### src/rtl/cmdarb_pkg.sv
package cmdarb_pkg;

   typedef enum logic [2:0] {
      ST_IDLE,
      ST_IMISS,
      ST_IUNC,
      ST_DMISS,
      ST_DUNC,
      ST_DWRITE,
      ST_DSC
   } arb_state_e;

   typedef enum logic [1:0] {
      GR_NONE,
      GR_I,
      GR_D,
      GR_W
   } grant_e;

   // type bits: [0] cached, [1] instruction, [2] store-conditional
   localparam logic [2:0] TT_DUNC  = 3'd0;
   localparam logic [2:0] TT_DMISS = 3'd1;
   localparam logic [2:0] TT_IUNC  = 3'd2;
   localparam logic [2:0] TT_IMISS = 3'd3;
   localparam logic [2:0] TT_DSC   = 3'd4;

endpackage

### src/rtl/cmdarb_pick.sv
module cmdarb_pick
   import cmdarb_pkg::*;
#(
   parameter int MODE = 3
) (
   input  logic   i_pend,
   input  logic   d_pend,
   input  logic   w_pend,
   input  logic   d_first,
   input  logic   w_turn,
   output grant_e grant
);

   generate
      if (MODE < 1 || MODE > 4) begin : g_bad_mode
         $error("cmdarb_pick: MODE must be 1, 2, 3 or 4");
      end

      if (MODE == 1) begin : g_dstatic
         always_comb begin
            if (d_pend)      grant = GR_D;
            else if (i_pend) grant = GR_I;
            else if (w_pend) grant = GR_W;
            else             grant = GR_NONE;
         end
      end else if (MODE == 2) begin : g_istatic
         always_comb begin
            if (i_pend)      grant = GR_I;
            else if (d_pend) grant = GR_D;
            else if (w_pend) grant = GR_W;
            else             grant = GR_NONE;
         end
      end else if (MODE == 3) begin : g_rrobin
         always_comb begin
            if (d_pend && i_pend) grant = d_first ? GR_D : GR_I;
            else if (d_pend)      grant = GR_D;
            else if (i_pend)      grant = GR_I;
            else if (w_pend)      grant = GR_W;
            else                  grant = GR_NONE;
         end
      end else begin : g_interleave
         always_comb begin
            if (w_turn && w_pend) grant = GR_W;
            else if (d_pend)      grant = GR_D;
            else if (i_pend)      grant = GR_I;
            else if (w_pend)      grant = GR_W;
            else                  grant = GR_NONE;
         end
      end
   endgenerate

   // flags unused in some variants are still part of the common interface
   logic unused_flags;
   assign unused_flags = d_first ^ w_turn;

endmodule

### src/rtl/cmdarb_wseq.sv
module cmdarb_wseq #(
   parameter int IDX_W = 3
) (
   input  logic             clk,
   input  logic             rst_n,
   input  logic             load,
   input  logic [IDX_W-1:0] lo,
   input  logic [IDX_W-1:0] hi,
   input  logic             step,
   input  logic             busy,
   output logic [IDX_W-1:0] idx,
   output logic             at_last
);

   logic [IDX_W-1:0] idx_q;
   logic [IDX_W-1:0] hi_q;

   always_ff @(posedge clk or negedge rst_n) begin
      if (!rst_n) begin
         idx_q <= '0;
         hi_q  <= '0;
      end else if (load) begin
         idx_q <= lo;
         hi_q  <= hi;
      end else if (step && !at_last) begin
         idx_q <= idx_q + 1'b1;
      end
   end

   assign idx     = idx_q;
   assign at_last = (idx_q == hi_q);

   assert_idx_bound_R5: assert property (@(posedge clk) disable iff (!rst_n)
      busy |-> idx_q <= hi_q);

   assert_idx_step_R5: assert property (@(posedge clk) disable iff (!rst_n)
      (busy && step && !at_last) |=> idx_q == $past(idx_q) + 1'b1);

endmodule

### src/rtl/miss_cmd_arbiter.sv
module miss_cmd_arbiter
   import cmdarb_pkg::*;
#(
   parameter int ADDR_W     = 32,
   parameter int LINE_WORDS = 8,
   parameter int WORD_BYTES = 4,
   parameter int MODE       = 3
) (
   input  logic                                          clk,
   input  logic                                          rst_n,
   input  logic                                          ic_miss_req,
   input  logic                                          ic_unc_req,
   input  logic [ADDR_W-1:0]                             ic_addr,
   input  logic                                          dc_miss_req,
   input  logic                                          dc_unc_req,
   input  logic                                          dc_sc_req,
   input  logic [ADDR_W-1:0]                             dc_addr,
   input  logic                                          wb_req,
   input  logic [ADDR_W-$clog2(LINE_WORDS*WORD_BYTES)-1:0] wb_line,
   input  logic [$clog2(LINE_WORDS)-1:0]                 wb_lo,
   input  logic [$clog2(LINE_WORDS)-1:0]                 wb_hi,
   output logic                                          cmd_valid,
   input  logic                                          cmd_ready,
   output logic [2:0]                                    cmd_type,
   output logic                                          cmd_write,
   output logic [ADDR_W-1:0]                             cmd_addr,
   output logic [$clog2(LINE_WORDS*WORD_BYTES):0]        cmd_plen,
   output logic                                          cmd_last,
   output logic                                          ic_ack,
   output logic                                          dc_ack,
   output logic                                          wb_ack
);

   localparam int LINE_BYTES = LINE_WORDS * WORD_BYTES;
   localparam int IDX_W      = $clog2(LINE_WORDS);
   localparam int BYTE_W     = $clog2(WORD_BYTES);
   localparam int OFF_W      = IDX_W + BYTE_W;
   localparam int PLEN_W     = OFF_W + 1;
   localparam logic [ADDR_W-1:0] LINE_MASK = {ADDR_W{1'b1}} << OFF_W;
   localparam logic [ADDR_W-1:0] WORD_MASK = {ADDR_W{1'b1}} << BYTE_W;
   localparam logic [PLEN_W-1:0] PLEN_LINE = PLEN_W'(LINE_BYTES);
   localparam logic [PLEN_W-1:0] PLEN_WORD = PLEN_W'(WORD_BYTES);

   generate
      if (LINE_WORDS < 2 || (1 << IDX_W) != LINE_WORDS) begin : g_bad_line
         $error("miss_cmd_arbiter: LINE_WORDS must be a power of two, at least 2");
      end
      if (WORD_BYTES < 1 || (1 << BYTE_W) != WORD_BYTES) begin : g_bad_word
         $error("miss_cmd_arbiter: WORD_BYTES must be a power of two");
      end
      if (ADDR_W <= OFF_W) begin : g_bad_addr
         $error("miss_cmd_arbiter: ADDR_W too small for the line size");
      end
   endgenerate

   arb_state_e        state_q;
   logic [ADDR_W-1:0] addr_q;
   logic [PLEN_W-1:0] plen_q;
   logic              d_first_q;
   logic              w_turn_q;

   logic              i_pend, d_pend;
   grant_e            grant;
   logic              fire, done;
   logic              w_load, w_step, w_busy, w_at_last;
   logic [IDX_W-1:0]  w_idx;
   logic [IDX_W:0]    w_span;

   assign i_pend = ic_miss_req | ic_unc_req;
   assign d_pend = dc_miss_req | dc_unc_req | dc_sc_req;

   cmdarb_pick #(.MODE(MODE)) u_pick (
      .i_pend  (i_pend),
      .d_pend  (d_pend),
      .w_pend  (wb_req),
      .d_first (d_first_q),
      .w_turn  (w_turn_q),
      .grant   (grant)
   );

   assign w_load = (state_q == ST_IDLE) && (grant == GR_W);
   assign w_busy = (state_q == ST_DWRITE);
   assign w_step = w_busy && fire;

   cmdarb_wseq #(.IDX_W(IDX_W)) u_wseq (
      .clk     (clk),
      .rst_n   (rst_n),
      .load    (w_load),
      .lo      (wb_lo),
      .hi      (wb_hi),
      .step    (w_step),
      .busy    (w_busy),
      .idx     (w_idx),
      .at_last (w_at_last)
   );

   assign w_span = {1'b0, wb_hi} - {1'b0, wb_lo} + (IDX_W+1)'(1);

   assign cmd_valid = (state_q != ST_IDLE);
   assign fire      = cmd_valid && cmd_ready;
   assign cmd_last  = w_busy ? w_at_last : 1'b1;
   assign done      = fire && cmd_last;
   assign cmd_write = w_busy;
   assign cmd_plen  = plen_q;
   assign cmd_addr  = w_busy ? {addr_q[ADDR_W-1:OFF_W], w_idx, BYTE_W'(0)} : addr_q;

   always_comb begin
      case (state_q)
         ST_IMISS: cmd_type = TT_IMISS;
         ST_IUNC:  cmd_type = TT_IUNC;
         ST_DMISS: cmd_type = TT_DMISS;
         ST_DSC:   cmd_type = TT_DSC;
         default:  cmd_type = TT_DUNC;
      endcase
   end

   assign ic_ack = done && (state_q == ST_IMISS || state_q == ST_IUNC);
   assign dc_ack = done && (state_q == ST_DMISS || state_q == ST_DUNC || state_q == ST_DSC);
   assign wb_ack = done && w_busy;

   always_ff @(posedge clk or negedge rst_n) begin
      if (!rst_n) begin
         state_q   <= ST_IDLE;
         addr_q    <= '0;
         plen_q    <= '0;
         d_first_q <= 1'b1;
         w_turn_q  <= 1'b0;
      end else if (state_q == ST_IDLE) begin
         case (grant)
            GR_I: begin
               state_q <= ic_miss_req ? ST_IMISS : ST_IUNC;
               addr_q  <= ic_addr & (ic_miss_req ? LINE_MASK : WORD_MASK);
               plen_q  <= ic_miss_req ? PLEN_LINE : PLEN_WORD;
            end
            GR_D: begin
               if (dc_miss_req)     state_q <= ST_DMISS;
               else if (dc_unc_req) state_q <= ST_DUNC;
               else                 state_q <= ST_DSC;
               addr_q <= dc_addr & (dc_miss_req ? LINE_MASK : WORD_MASK);
               plen_q <= dc_miss_req ? PLEN_LINE : PLEN_WORD;
            end
            GR_W: begin
               state_q <= ST_DWRITE;
               addr_q  <= {wb_line, OFF_W'(0)};
               plen_q  <= {w_span, BYTE_W'(0)};
            end
            default: state_q <= ST_IDLE;
         endcase
      end else if (done) begin
         state_q <= ST_IDLE;
         if (ic_ack) begin
            d_first_q <= 1'b1;
            w_turn_q  <= 1'b1;
         end else if (dc_ack) begin
            d_first_q <= 1'b0;
            w_turn_q  <= 1'b1;
         end else begin
            w_turn_q  <= 1'b0;
         end
      end
   end

   assert_reset_quiet_R1: assert property (@(posedge clk)
      !rst_n |=> !cmd_valid || $past(rst_n) == 1'b1);

   assert_sc_uncached_R2: assert property (@(posedge clk) disable iff (!rst_n)
      (cmd_valid && cmd_type[2]) |-> (!cmd_type[0] && !cmd_type[1] && !cmd_write));

   assert_miss_shape_R4: assert property (@(posedge clk) disable iff (!rst_n)
      (cmd_valid && cmd_type[0]) |-> (cmd_plen == PLEN_LINE && cmd_addr[OFF_W-1:0] == '0));

   assert_write_walk_R5: assert property (@(posedge clk) disable iff (!rst_n)
      (cmd_valid && cmd_write && cmd_ready && !cmd_last) |=>
      (cmd_valid && cmd_write && cmd_addr == $past(cmd_addr) + ADDR_W'(WORD_BYTES)));

   assert_hold_stable_R6: assert property (@(posedge clk) disable iff (!rst_n)
      (cmd_valid && !cmd_ready) |=>
      (cmd_valid && $stable(cmd_addr) && $stable(cmd_type) && $stable(cmd_plen)));

   assert_ack_onehot_R7: assert property (@(posedge clk) disable iff (!rst_n)
      $onehot0({ic_ack, dc_ack, wb_ack}));

   assert_ack_gap_R7: assert property (@(posedge clk) disable iff (!rst_n)
      (ic_ack || dc_ack || wb_ack) |=> !cmd_valid);

   generate
      if (MODE != 4) begin : g_wb_last_chk
         assert_wb_yields_R10: assert property (@(posedge clk) disable iff (!rst_n)
            (state_q == ST_IDLE && (i_pend || d_pend)) |=> !cmd_write);
      end
   endgenerate

endmodule

### config.mk
export PLATFORM = sky130hd
export DESIGN_NAME = miss_cmd_arbiter
export DESIGN_NICKNAME = d
export VERILOG_FILES = /design/src/rtl/cmdarb_pkg.sv /design/src/rtl/cmdarb_pick.sv /design/src/rtl/cmdarb_wseq.sv /design/src/rtl/miss_cmd_arbiter.sv
export SDC_FILE = /design/constraint.sdc
export NUM_CORES = 1
export LEC_CHECK = 0
export BUFFER_PORTS_ARGS = -buffer_cell sky130_fd_sc_hd__buf_4
export CAP_MARGIN = 20
export CELL_PAD_IN_SITES_DETAIL_PLACEMENT = 1
export CELL_PAD_IN_SITES_GLOBAL_PLACEMENT = 1
export CORE_MARGIN = 2
export CORE_UTILIZATION = 30
export DETAILED_ROUTE_END_ITERATION = 7
export PLACE_DENSITY_LB_ADDON = 0.1
export SLEW_MARGIN = 25
export SYNTH_ARGS = -nofsm -noshare
export SYNTH_HDL_FRONTEND = slang
export SYNTH_SLANG_ARGS = --single-unit
### constraint.sdc
create_clock -name clk -period 1.5 [get_ports clk]
set_clock_uncertainty 0.15 [all_clocks]
set_input_delay 0.3 -clock clk [delete_from_list [all_inputs] [get_ports clk]]
set_output_delay 0.3 -clock clk [all_outputs]
set_load 0.03 [all_outputs]
==> results of run 1 <==
[logic make-up after synthesis]
group | count (synthesis) | share of synthesized area
buffers and inverters | 61 | 0.131
XOR/XNOR | 6 | 0.0174
AO/OA/AOI/OAI | 64 | 0.141
adder cells (fa/ha/maj) | 6 | 0.0274
AND/OR/NAND/NOR | 121 | 0.209
flip-flops | 44 | 0.365
multiplexers | 32 | 0.108
other | 1 | 0.00124
[per-stage QoR]
stage	hold slack [ps]	setup slack (ps)	instance area [sq um]	utilization	std cells
final	101	-558	5480	0.561	655
after detailed placement	73.0	-379	4560	0.467	615
after CTS	90.8	-543	5110	0.523	652
after floorplan	-146	-320	3240	-	338
after global placement	71.2	-359	4560	0.467	615
after global routing	103	-605	5480	0.561	655
[sequential cells by signal (all words and copies together) (netlist names)]
signal	cells
state_q	3
d_first_q	1
u_wseq.hi_q	3
u_wseq.idx	3
addr_q	30
cmd_plen	4
[placed cells by master, fill, tap and decap left out, types with 6 or more instances in the layout]
| master | instances |
|---|---|
| nand2_1 | 30 |
| nor2_1 | 16 |
| buf_6 | 32 |
| buf_12 | 13 |
| nor2_2 | 11 |
| mux2i_1 | 27 |
| inv_1 | 6 |
| a31oi_1 | 20 |
| a21oi_2 | 7 |
| dfrtp_1 | 41 |
| nor2b_1 | 28 |
| nor2_4 | 12 |
| a31oi_4 | 6 |
| clkbuf_8 | 6 |
| buf_4 | 172 |
[cell type report]
cell class              count  area (sq um)  area share
clock buffers               6          82.6      0.0151
clock inverters             2          10.0     0.00183
repair buffers            226          2090       0.382
flip-flops and latches     44          1100       0.202
inverters                  11          58.8      0.0107
well taps                 133           166      0.0304
multi-input cells         233          1970       0.359
[power by group]
group / switching [mW] / internal [mW] / total, mW
clock: 0.443 / 0.369 / 0.812
combinational: 3.99 / 4.20 / 8.19
sequential: 0.488 / 1.77 / 2.26
total: 4.92 / 6.34 / 11.3
[per-layer routing]
metal | share of wire | global-route usage | vias to the layer above
met5 | 0 | 0 | -
met4 | 0.0097 | 0.0541 | 0
met3 | 0.051 | 0.0407 | 9
met2 | 0.52 | 0.356 | 92
met1 | 0.42 | 0.256 | 1474
li1 | - | - | 1487
[critical path: cells and delay by family, from the launching register on]
family / cells / cell delay (ps)
DFF: 1 / 440
muxes: 1 / 350
buffers and inverters: 2 / 190
and+or+nand+nor: 1 / 320
[final timing paths]
path | startpoint | endpoint | slack (ps) | cells past startpoint
worst min-delay path | wb_hi[2] | u_wseq.hi_q[2] | 100 | 2
max in group asynchronous | rst_n | addr_q[26] | 450 | 3
worst max-delay path | state_q[0] | cmd_addr[3] | -560 | 4
min in group asynchronous | rst_n | state_q[0] | 290 | 2
worst max register to register | state_q[2] | addr_q[12] | -420 | 9
worst min register to register | u_wseq.hi_q[1] | u_wseq.hi_q[1] | 390 | 2
[timing repair]
action,4_1_cts,5_1_grt
gates resized for setup,32,85
pin swaps,8,11
gates cloned,5,1
endpoints found under the hold margin,19,0
setup endpoints to repair,56,56
buffers inserted,26,13
hold buffers,1,0
==> summary.md, run 1 <==
The tools report the effective utilization at floorplan as 0.309. The highest clock frequency the design can meet was 486 MHz. The initialized floorplan defines 36 standard-cell rows. After detailed routing, the number of remaining DRC violations is 0. The maximum buffer depth of the clock tree was 2; the chip height was 104 microns. The analysis attributes to cell leakage a power of 2.44 nW. In the post-synthesis netlist, the cell with the most instances is dfrtp_1. Walking the worst path, the cells encountered are inv_4, nor3_4, mux2_4, buf_6.

Layout overhead on the synthesized area: 81.7%. The critical-path cell with the highest stage delay is dfrtp_2. The first global-routing pass estimated 17,900 microns of wire. The maximum net fanout on the critical path came out at 4. The fraction of post-synthesis cell area in the top cell type by area was 0.357.

The initial antenna violation count is 0. The register clock-pin slew on the reported worst setup and hold paths was 90 ps. The fraction of final layout cells sized beyond drive strength 1 is 0.609. After detailed routing, the average wire length per cell comes to 17.4 microns.

The total overflow reported by the global router is 0, and the areal power density over the cells is 2050 mW/mm^2. Data on the critical path arrives at its endpoint at 1610 ps. The worst setup slack after layout was -558 ps; the post-synthesis async set-or-reset flop share was 1.00. The total power of the final layout was 11.3 mW.

The number of I/O pins was 153. Kind of capture point of the worst setup path: an output pin. Each instance of the synthesized netlist takes up on average 9.01 sq um.

The tightest min-delay check is of the in -> reg type. The placeable core region is 0.00977 sq mm, and the maximum ir drop on the vdd rail is 1.28 mV. The run gives 0.852 as the weighted congestion reported at the end of routability-driven placement. Count of input and output buffers: 144. The floorplan step defined a die boundary enclosing 0.0109 sq mm. Synthesis inferred 44 register bits. The synthesized design contains 0 enable-type register cells. Across the run, the number of max-cap violations was 0. The tools report the sequential share of the synthesized area as 0.365.

The clock network latency to the later pin of the worst-skew pair is 300 ps, and the number of sinks driven by the clock tree is 44. The tree is rooted in a clkbuf_8. The clock tree synthesis step divided the H-tree into 2 levels. The routed design could run at a clock period as short as 2060 ps. The path type of the worst setup path is reg -> out. Adding up every negative setup slack in the final design gives -19,190 ps.

The largest incremental delay on the critical path works out to 440 ps. For the count of cell types in the netlist, the log shows 51. Of all cell types, the one taking the most synthesized area is dfrtp_1.

The floorplan step set the die width to 104 microns. The final cycle utilization of the critical path works out to 1.37. Setup repair after global routing could not meet its margin everywhere. The count of final setup violators was 55; the netlist area before placement was 0.00302 sq mm.

The total track usage is 0.204. In the post-synthesis netlist, the biggest area contributors are dfrtp_1, mux2i_1, buf_4, nor2b_1, a31oi_1. The first TritonRoute pass finished after 4 iterations. Synthesis produced a netlist whose cell count is 335. The flow ran to the end, but the final reports show violations.

The detailed router placed 3,062 vias in this run. The count of nets left with antenna violations once routing finished came out at 0. The worst setup path is launched from a register.

After the first detailed-routing iteration, the DRC count stood at 79. The final-report max-slew violation count is 0. The leading register cell type out of synthesis was dfrtp_1.

Sorting the synthesized cells by how often they occur yields dfrtp_1, nor2_1, buf_4. Using the TritonRoute via totals, the vias-per-cell ratio works out to 4.67. The antenna cell count is 0, and the count of endpoints failing hold in the final timing report is 0.

The Yosys step of the flow raised 0 warnings. Total wire length: 11,400 microns. After legalization and detailed placement, the total HPWL measured 7640 microns. In this run, CTS created clock tree buffers numbering 5. The via count of the first global-routing pass is 3,466, and the fill cell instance count of the final layout is 1,105.

TritonCTS built the clock tree. The worst path required time is 1050 ps, and the post-layout net count is 633. Entering global routing, the biggest net connects 28 pins.

The checks that failed: negative setup slack.
(Power assumes the default switching activity.)
==> run 2: changes to the inputs <==
Settings changed: GPL_TIMING_DRIVEN set to 1, PLACE_DENSITY set to 0.89, PLACE_DENSITY_LB_ADDON 0.1 to unset.
==> run 2 against run 1 <==
Net effect: the run still ends with negative setup slack left; worst setup slack better by 17 ps; worst hold slack gained 3.0 ps; clock power is 32% higher; first-iteration DRC count rose by 10%; power decreased by 2.0%; critical path depth unchanged; non-clock buffer count decreased by 9; critical path type unchanged; largest cell class unchanged; largest power group unchanged.
==> summary.md, run 2 (synthesis gave the netlist of run 1 again) <==
The flow ran to the end, but the final reports show violations. The final reports fail on negative setup slack. Count of H-tree levels built during CTS: 2.

The first global-routing pass estimated 19,000 microns of wire. For the total wire length, the log shows 12,000 microns. The largest register by flop count was addr_q. The count of input and output buffers came out at 144. The first detailed-routing pass took 4 iterations. The x dimension of the die works out to 104 microns.

Summed over all cells, the static leakage comes to 2.40 nW. The pin slew with the least headroom to its limit was 608 ps. The initial antenna violation count is 0. The tools report the fill cell instance count of the final layout as 1,135.

The tools report the worst reg2reg path startpoint as state_q[1]. The worst hold path passes through 3 cells. The slowest stage of the critical path is the dfrtp_2 cell.

The initial DRC count is 87, and the count of final setup violators is 56. The run gives 44 as the number of sinks driven by the clock tree. The data arrival time at the worst-slack endpoint is 1590 ps.

For the worst-skew pair, the clock arrives at the later sink with an insertion delay of 300 ps. TritonCTS built the clock tree. For this run, design rule violations remaining after detail routing come to 0.

The area occupied by multi-input gates is 0.00180 sq mm, and the post-layout net count is 625. The category of cells accounting for the largest share of critical-path delay was flip-flops. The final cycle utilization of the critical path is 1.36, and the highest clock frequency the design can meet is 490 MHz. Of all nets on the critical path, the largest fanout is 4. Cell at the root of the clock tree: clkbuf_8. The library cells used most frequently in the layout, excluding fill and tap cells, are buf_4, dfrtp_1, nor2_1. For this run the aggregate overflow at the end of global routing stands at 0. The run gives 0 as the remaining antenna violation count. Traced cell by cell, the critical path runs through inv_4, nor3_4, mux2_4, buf_6. At the end of routability-driven placement, the weighted congestion stood at 0.777. The final-report max-slew violation count is 0, and the register clock-pin slew on the reported worst setup and hold paths is 90 ps.

The path type of the worst setup path was reg -> out. The most critical setup path has its startpoint at state_q[0]. With fillers left out, the area of the finished cells amounts to 0.00524 sq mm.

153 I/O pins were placed. The largest single stage delay on the critical path is 420 ps. In this run the most critical hold path is launched from wb_line[2]. The total stage count of the critical path is 4. Worst setup slack after layout: -541 ps. After detailed routing, the average wire length per cell comes to 18.6 microns. The worst path required time came out at 1050 ps. The time the final worst path needs with I/O delays and setup came out at 2040 ps.

The layout overhead on the synthesized area works out to 73.6%. Class of the tightest hold or removal check: in -> reg. STA classifies the critical path startpoint as a register. The worst-case IR drop observed on VDD is 0.872 mV.

The detailed-placement wirelength estimate was 7890 microns; the routed via count was 3,127. In this run the power density over the cells is 2110 mW/mm^2. The logs give -19,170 ps for the post-route setup TNS and 11.0 mW for the total power of the final layout.

The run gives 3,606 as the via count of the first global-routing pass. 0 antenna diodes ended up in the layout. Setup repair after global routing could not meet its margin everywhere.

The die is 104 microns tall. The number of clock buffers added by TritonCTS is 5. The relative slew slack is 0.594. The longest clock path from root to sink contains 2 buffers. The count of endpoints failing hold in the final timing report came out at 0.

The library cell used most frequently in the layout, excluding fill and tap cells, is buf_4. At the placement stage, the worst setup path has a slack of -413 ps. In the final layout, flip-flops and latches occupy 0.00110 sq mm. For the number of max-capacitance violations reported, the log shows 0. The floorplan has 36 rows. Measured in cells, the most critical reg-to-reg path has a length of 9. The tools report the die footprint as 0.0109 sq mm. Together, buffers and inverters on the worst path number 2. The fraction of final layout cells sized beyond drive strength 1 was 0.542; the via count normalized by instance count was 4.84.

STA classifies the critical path endpoint as an output pin. Entering global routing, the biggest net connects 45 pins. The floorplan step defined a core boundary enclosing 0.00977 sq mm.

The number of flip-flops in the largest register came out at 30. For the effective utilization at floorplan, the log shows 0.309. The placed instances occupy a cell area of 0.00441 sq mm.

The total track usage is 0.221.
==> run 2: path summary, 6_finish.rpt <==
| kind | slack (ps) | end |
|---|---|---|
| setup / recovery | -540 | cmd_addr[4] |
| hold reg to reg | 390 | cmd_plen[4] |
| min in group asynchronous | 400 | addr_q[17] |
| max in group asynchronous | 350 | state_q[0] |
| hold / removal | 100 | addr_q[7] |
| setup reg to reg | -440 | addr_q[28] |
==> run 2: cell type report <==
class	instances	share of cell area
Multi-Input combinational cell	234	0.343
Clock inverter	2	0.0115
Clock buffer	5	0.0131
Timing Repair Buffer	217	0.379
Sequential cell	44	0.211
Tap cell	133	0.0318
Inverter	11	0.0112
==> run 2: timing repair <==
item / in CTS / in global routing
setup buffers: 24 / 8
hold buffers: 1 / 0
gates resized for setup: 37 / 24
pin swaps: 11 / 10
endpoints found under the hold margin: 43 / 0
gates cloned: 9 / 0
endpoints found under the setup margin: 55 / 56
==> run 2: worst register-to-register path, stage by stage, from the launching register on <==
cell and delay (ps):
dfrtp_2 460, buf_6 140, nor3_4 250, inv_4 70, a21oi_4 210, buf_6 160, buf_6 100, buf_12 110
nor2_1 40, a31oi_1 160
==> run 2: report_power, final <==
part | switching [mW] | internal [mW] | total (mW)
logic | 3.88 | 3.94 | 7.82
registers | 0.376 | 1.77 | 2.15
clock network | 0.416 | 0.656 | 1.07
total | 4.67 | 6.37 | 11.0
==> run 2: metal layers <==
metal	GRT usage	routed length, microns	vias up
met5	0	0	-
met1	0.252	4790	1554
li1	-	-	1473
met3	0.0326	429	10
met2	0.423	6640	90
met4	0.0569	154	0
==> run 2: per-stage QoR <==
step / hold WS [ps] / instances / utilization
2_1_floorplan: -146 / 338 / -
3_3_place_gp: 188 / 603 / 0.451
3_5_place_dp: 199 / 603 / 0.451
4_1_cts: 95.6 / 641 / 0.527
5_1_grt: 102 / 646 / 0.536
6_report: 104 / 646 / 0.536
==> run 3: changes to the inputs <==
Settings changed: REMOVE_ABC_BUFFERS set to 1.
==> run 3 against run 2 <==
Net effect: critical path depth is the same; via count shrank 0.61%; core utilization grew 0.65 points; worst hold slack gained 3.1 ps; final area grew 1.2%; highest routed layer unchanged; the flow still finishes with violations (negative setup slack); largest cell class unchanged.
==> summary.md, run 3 (synthesis gave the netlist of run 1 again) <==
The run finished, with violations left. The checks that failed: negative setup slack. Count of H-tree levels built during CTS: 2.

STA puts the critical path data required time at 1050 ps. For the remaining design rule violation count, the log shows 0. The areal power density over the cells came out at 2140 mW/mm^2.

Depth of the most critical reg-to-reg path: 11. The final-report max-slew violation count was 0; the time the final worst path needs with I/O delays and setup was 2060 ps. The logs give 0.220 for the met1 capacity usage during global routing and 0.206 for the total track usage.

Broken down by cell family, the worst path's largest delay share belongs to simple AND/OR/NAND/NOR gates. The maximum net fanout on the critical path is 4, and the relative slew slack is 0.599. The count of final setup violators was 54; the clock network latency to the later pin of the worst-skew pair was 290 ps. The antenna cell count is 0, and the via count normalized by instance count is 4.83.

Routed via count: 3,108. The class of the tightest hold or removal check was in -> reg. The largest incremental delay on the critical path was 430 ps.

The region available for standard cell placement spans 0.00977 sq mm. For the detailed-placement wirelength estimate, the log shows 7940 microns. The weighted congestion reported at the end of routability-driven placement is 0.839, and the register clock-pin slew on the reported worst setup and hold paths is 80 ps.

The total leakage power came out at 2.39 nW. Setup repair after global routing could not meet its margin everywhere. The post-layout net count is 622, and the number of max-capacitance violations reported is 0. TritonCTS built the clock tree. The logs give 0.398 for the met2 track demand over resource and 486 MHz for the highest clock frequency the design can meet. The worst hold path terminates at u_wseq.hi_q[0]. In the final layout, flip-flops and latches occupy 0.00110 sq mm. The number of flip-flops in the largest register was 30.

The fill cell instance count of the final layout was 1,109. The tools report the source of the worst hold timing path as wb_hi[0]. The worst setup slack after layout was -558 ps.

The count of input and output buffers was 144. The die is 104 microns wide. Ranked by flip-flop count, first place goes to addr_q.

Dividing the detail-routed wire length by the instance count gives 17.8 microns. The count of nets left with antenna violations once routing finished came out at 0. For the first-pass GRT wire length, the log shows 17,800 microns. Measured along the y axis, the die boundary spans 104 microns. The met3 usage in global routing is 0.0432. Row generation in the floorplan step produced 36 rows.

The floorplan step defined a die boundary enclosing 0.0109 sq mm. The final cell count without fillers was 643. In this run the critical register-to-register path is launched from state_q[1]. The maximum buffer depth of the clock tree is 2.

The capture instance of the worst register-to-register path is addr_q[25]. The maximum ir drop on the vdd rail was 0.740 mV. For this design, the slowest cell found on the critical path is or3_4.

The clock drives 44 sinks. In this run the clock root is driven by a clkbuf_8. Entering global routing, the biggest net connects 45 pins. The fraction of final layout cells sized beyond drive strength 1 works out to 0.569. The first routing iteration left 39 violations. At the worst endpoint, the arrival time is 1610 ps. The first-pass iteration count of the detailed router is 4, and the effective utilization at floorplan is 0.309. Worst hold path cell count: 2. The final cycle utilization of the critical path works out to 1.37.

The path type of the worst setup path is reg -> out. The layer flagged by global routing as most heavily used is met2. Summed over all layers, the routed wires come to 11,400 microns. Setup slack on the worst reg-to-reg path comes out at -540 ps. For the post-route setup TNS, the log shows -23,440 ps. Counting the buffers created by CTS gives 5. The layout overhead on the synthesized area is 75.7%, and the area occupied by multi-input gates is 0.00187 sq mm. The buffer and inverter count on the worst path was 1. The run gives 3,462 as the via count of the first global-routing pass. The kind of start point of the critical path is a register.

153 I/O pins were placed. The most common cell after layout, fill and taps aside is buf_4. STA classifies the critical path endpoint as an output pin. The critical path goes through xor2_1, or3_4, nor2b_1, buf_4.

Leaving out fill and tap cells, the most frequent cells in the layout are buf_4, dfrtp_1, nand2_1. The tools report the initial antenna violation count as 0. After global routing the overflow that remains totals 0.

The run gives 0 as the count of endpoints failing hold in the final timing report. At the pin with the least slew margin, the transition time is 601 ps. Once placement completed, the tool counted placed cells totaling 606.
-- run 3: changes by cell type in the layout (fill, tap and decap cells not counted), sizes merged --
cell	delta
buf	-4
clkbuf	+2
nand2	-1
-- run 3: worst register-to-register path: cells and delay by family, from the launching register on --
kind | cells | cell delay, ps
and+or+nand+nor | 2 | 270
buffers and inverters | 7 | 800
AOI/OAI and AO/OA | 2 | 340
DFF | 1 | 400
-- run 3: worst max-delay path by stage --
stage | cells past startpoint | from | endpoint | slack (ps)
floorplan | 4 | state_q[2] | addr_q[20] | -1250
detailed placement | 8 | wb_lo[1] | cmd_plen[5] | -480
CTS | 4 | u_wseq.idx[0] | wb_ack | -550
global route | 11 | state_q[1] | addr_q[16] | -630
global placement | 8 | wb_lo[1] | cmd_plen[5] | -430
finish | 4 | u_wseq.idx[1] | wb_ack | -560
-- run 3: report_power, final --
| group | internal, mW | switching (mW) |
|---|---|---|
| clock | 0.656 | 0.411 |
| sequential | 1.77 | 0.450 |
| combinational | 4.12 | 3.95 |
| total | 6.54 | 4.81 |
-- run 3: timing repair --
item	in CTS	in global routing
setup buffers	18	8
hold buffers	1	0
setup endpoints to repair	55	55
pin swaps	6	7
hold endpoints to repair	43	0
resized for setup	66	48
cloned	9	2
-- run 3: stage by stage --
| stage | utilization | setup slack (ps) | hold WS, ps | cell area, sq um | power [mW] |
|---|---|---|---|---|---|
| 2_1_floorplan | - | -1250 | -146 | 2680 | 5.01 |
| 3_3_place_gp | 0.443 | -425 | 195 | 4330 | 7.20 |
| 3_5_place_dp | 0.443 | -484 | 199 | 4330 | 7.41 |
| 4_1_cts | 0.524 | -551 | 90.0 | 5120 | 11.0 |
| 5_1_grt | 0.543 | -630 | 91.0 | 5300 | 11.9 |
| 6_report | 0.543 | -558 | 107 | 5300 | 11.3 |
-- run 3: final cells by class --
cell class	count	share of cell area
Clock buffer	5	0.0130
Timing Repair Buffer	215	0.376
Tap cell	133	0.0314
Inverter	11	0.00778
Sequential cell	44	0.208
Multi-Input combinational cell	233	0.353
Clock inverter	2	0.0113
-- run 3: layer usage --
layer	up-vias	wire length, microns
li1	1466	-
met1	1513	4330
met2	113	6320
met3	16	538
met4	0	248
met5	-	0
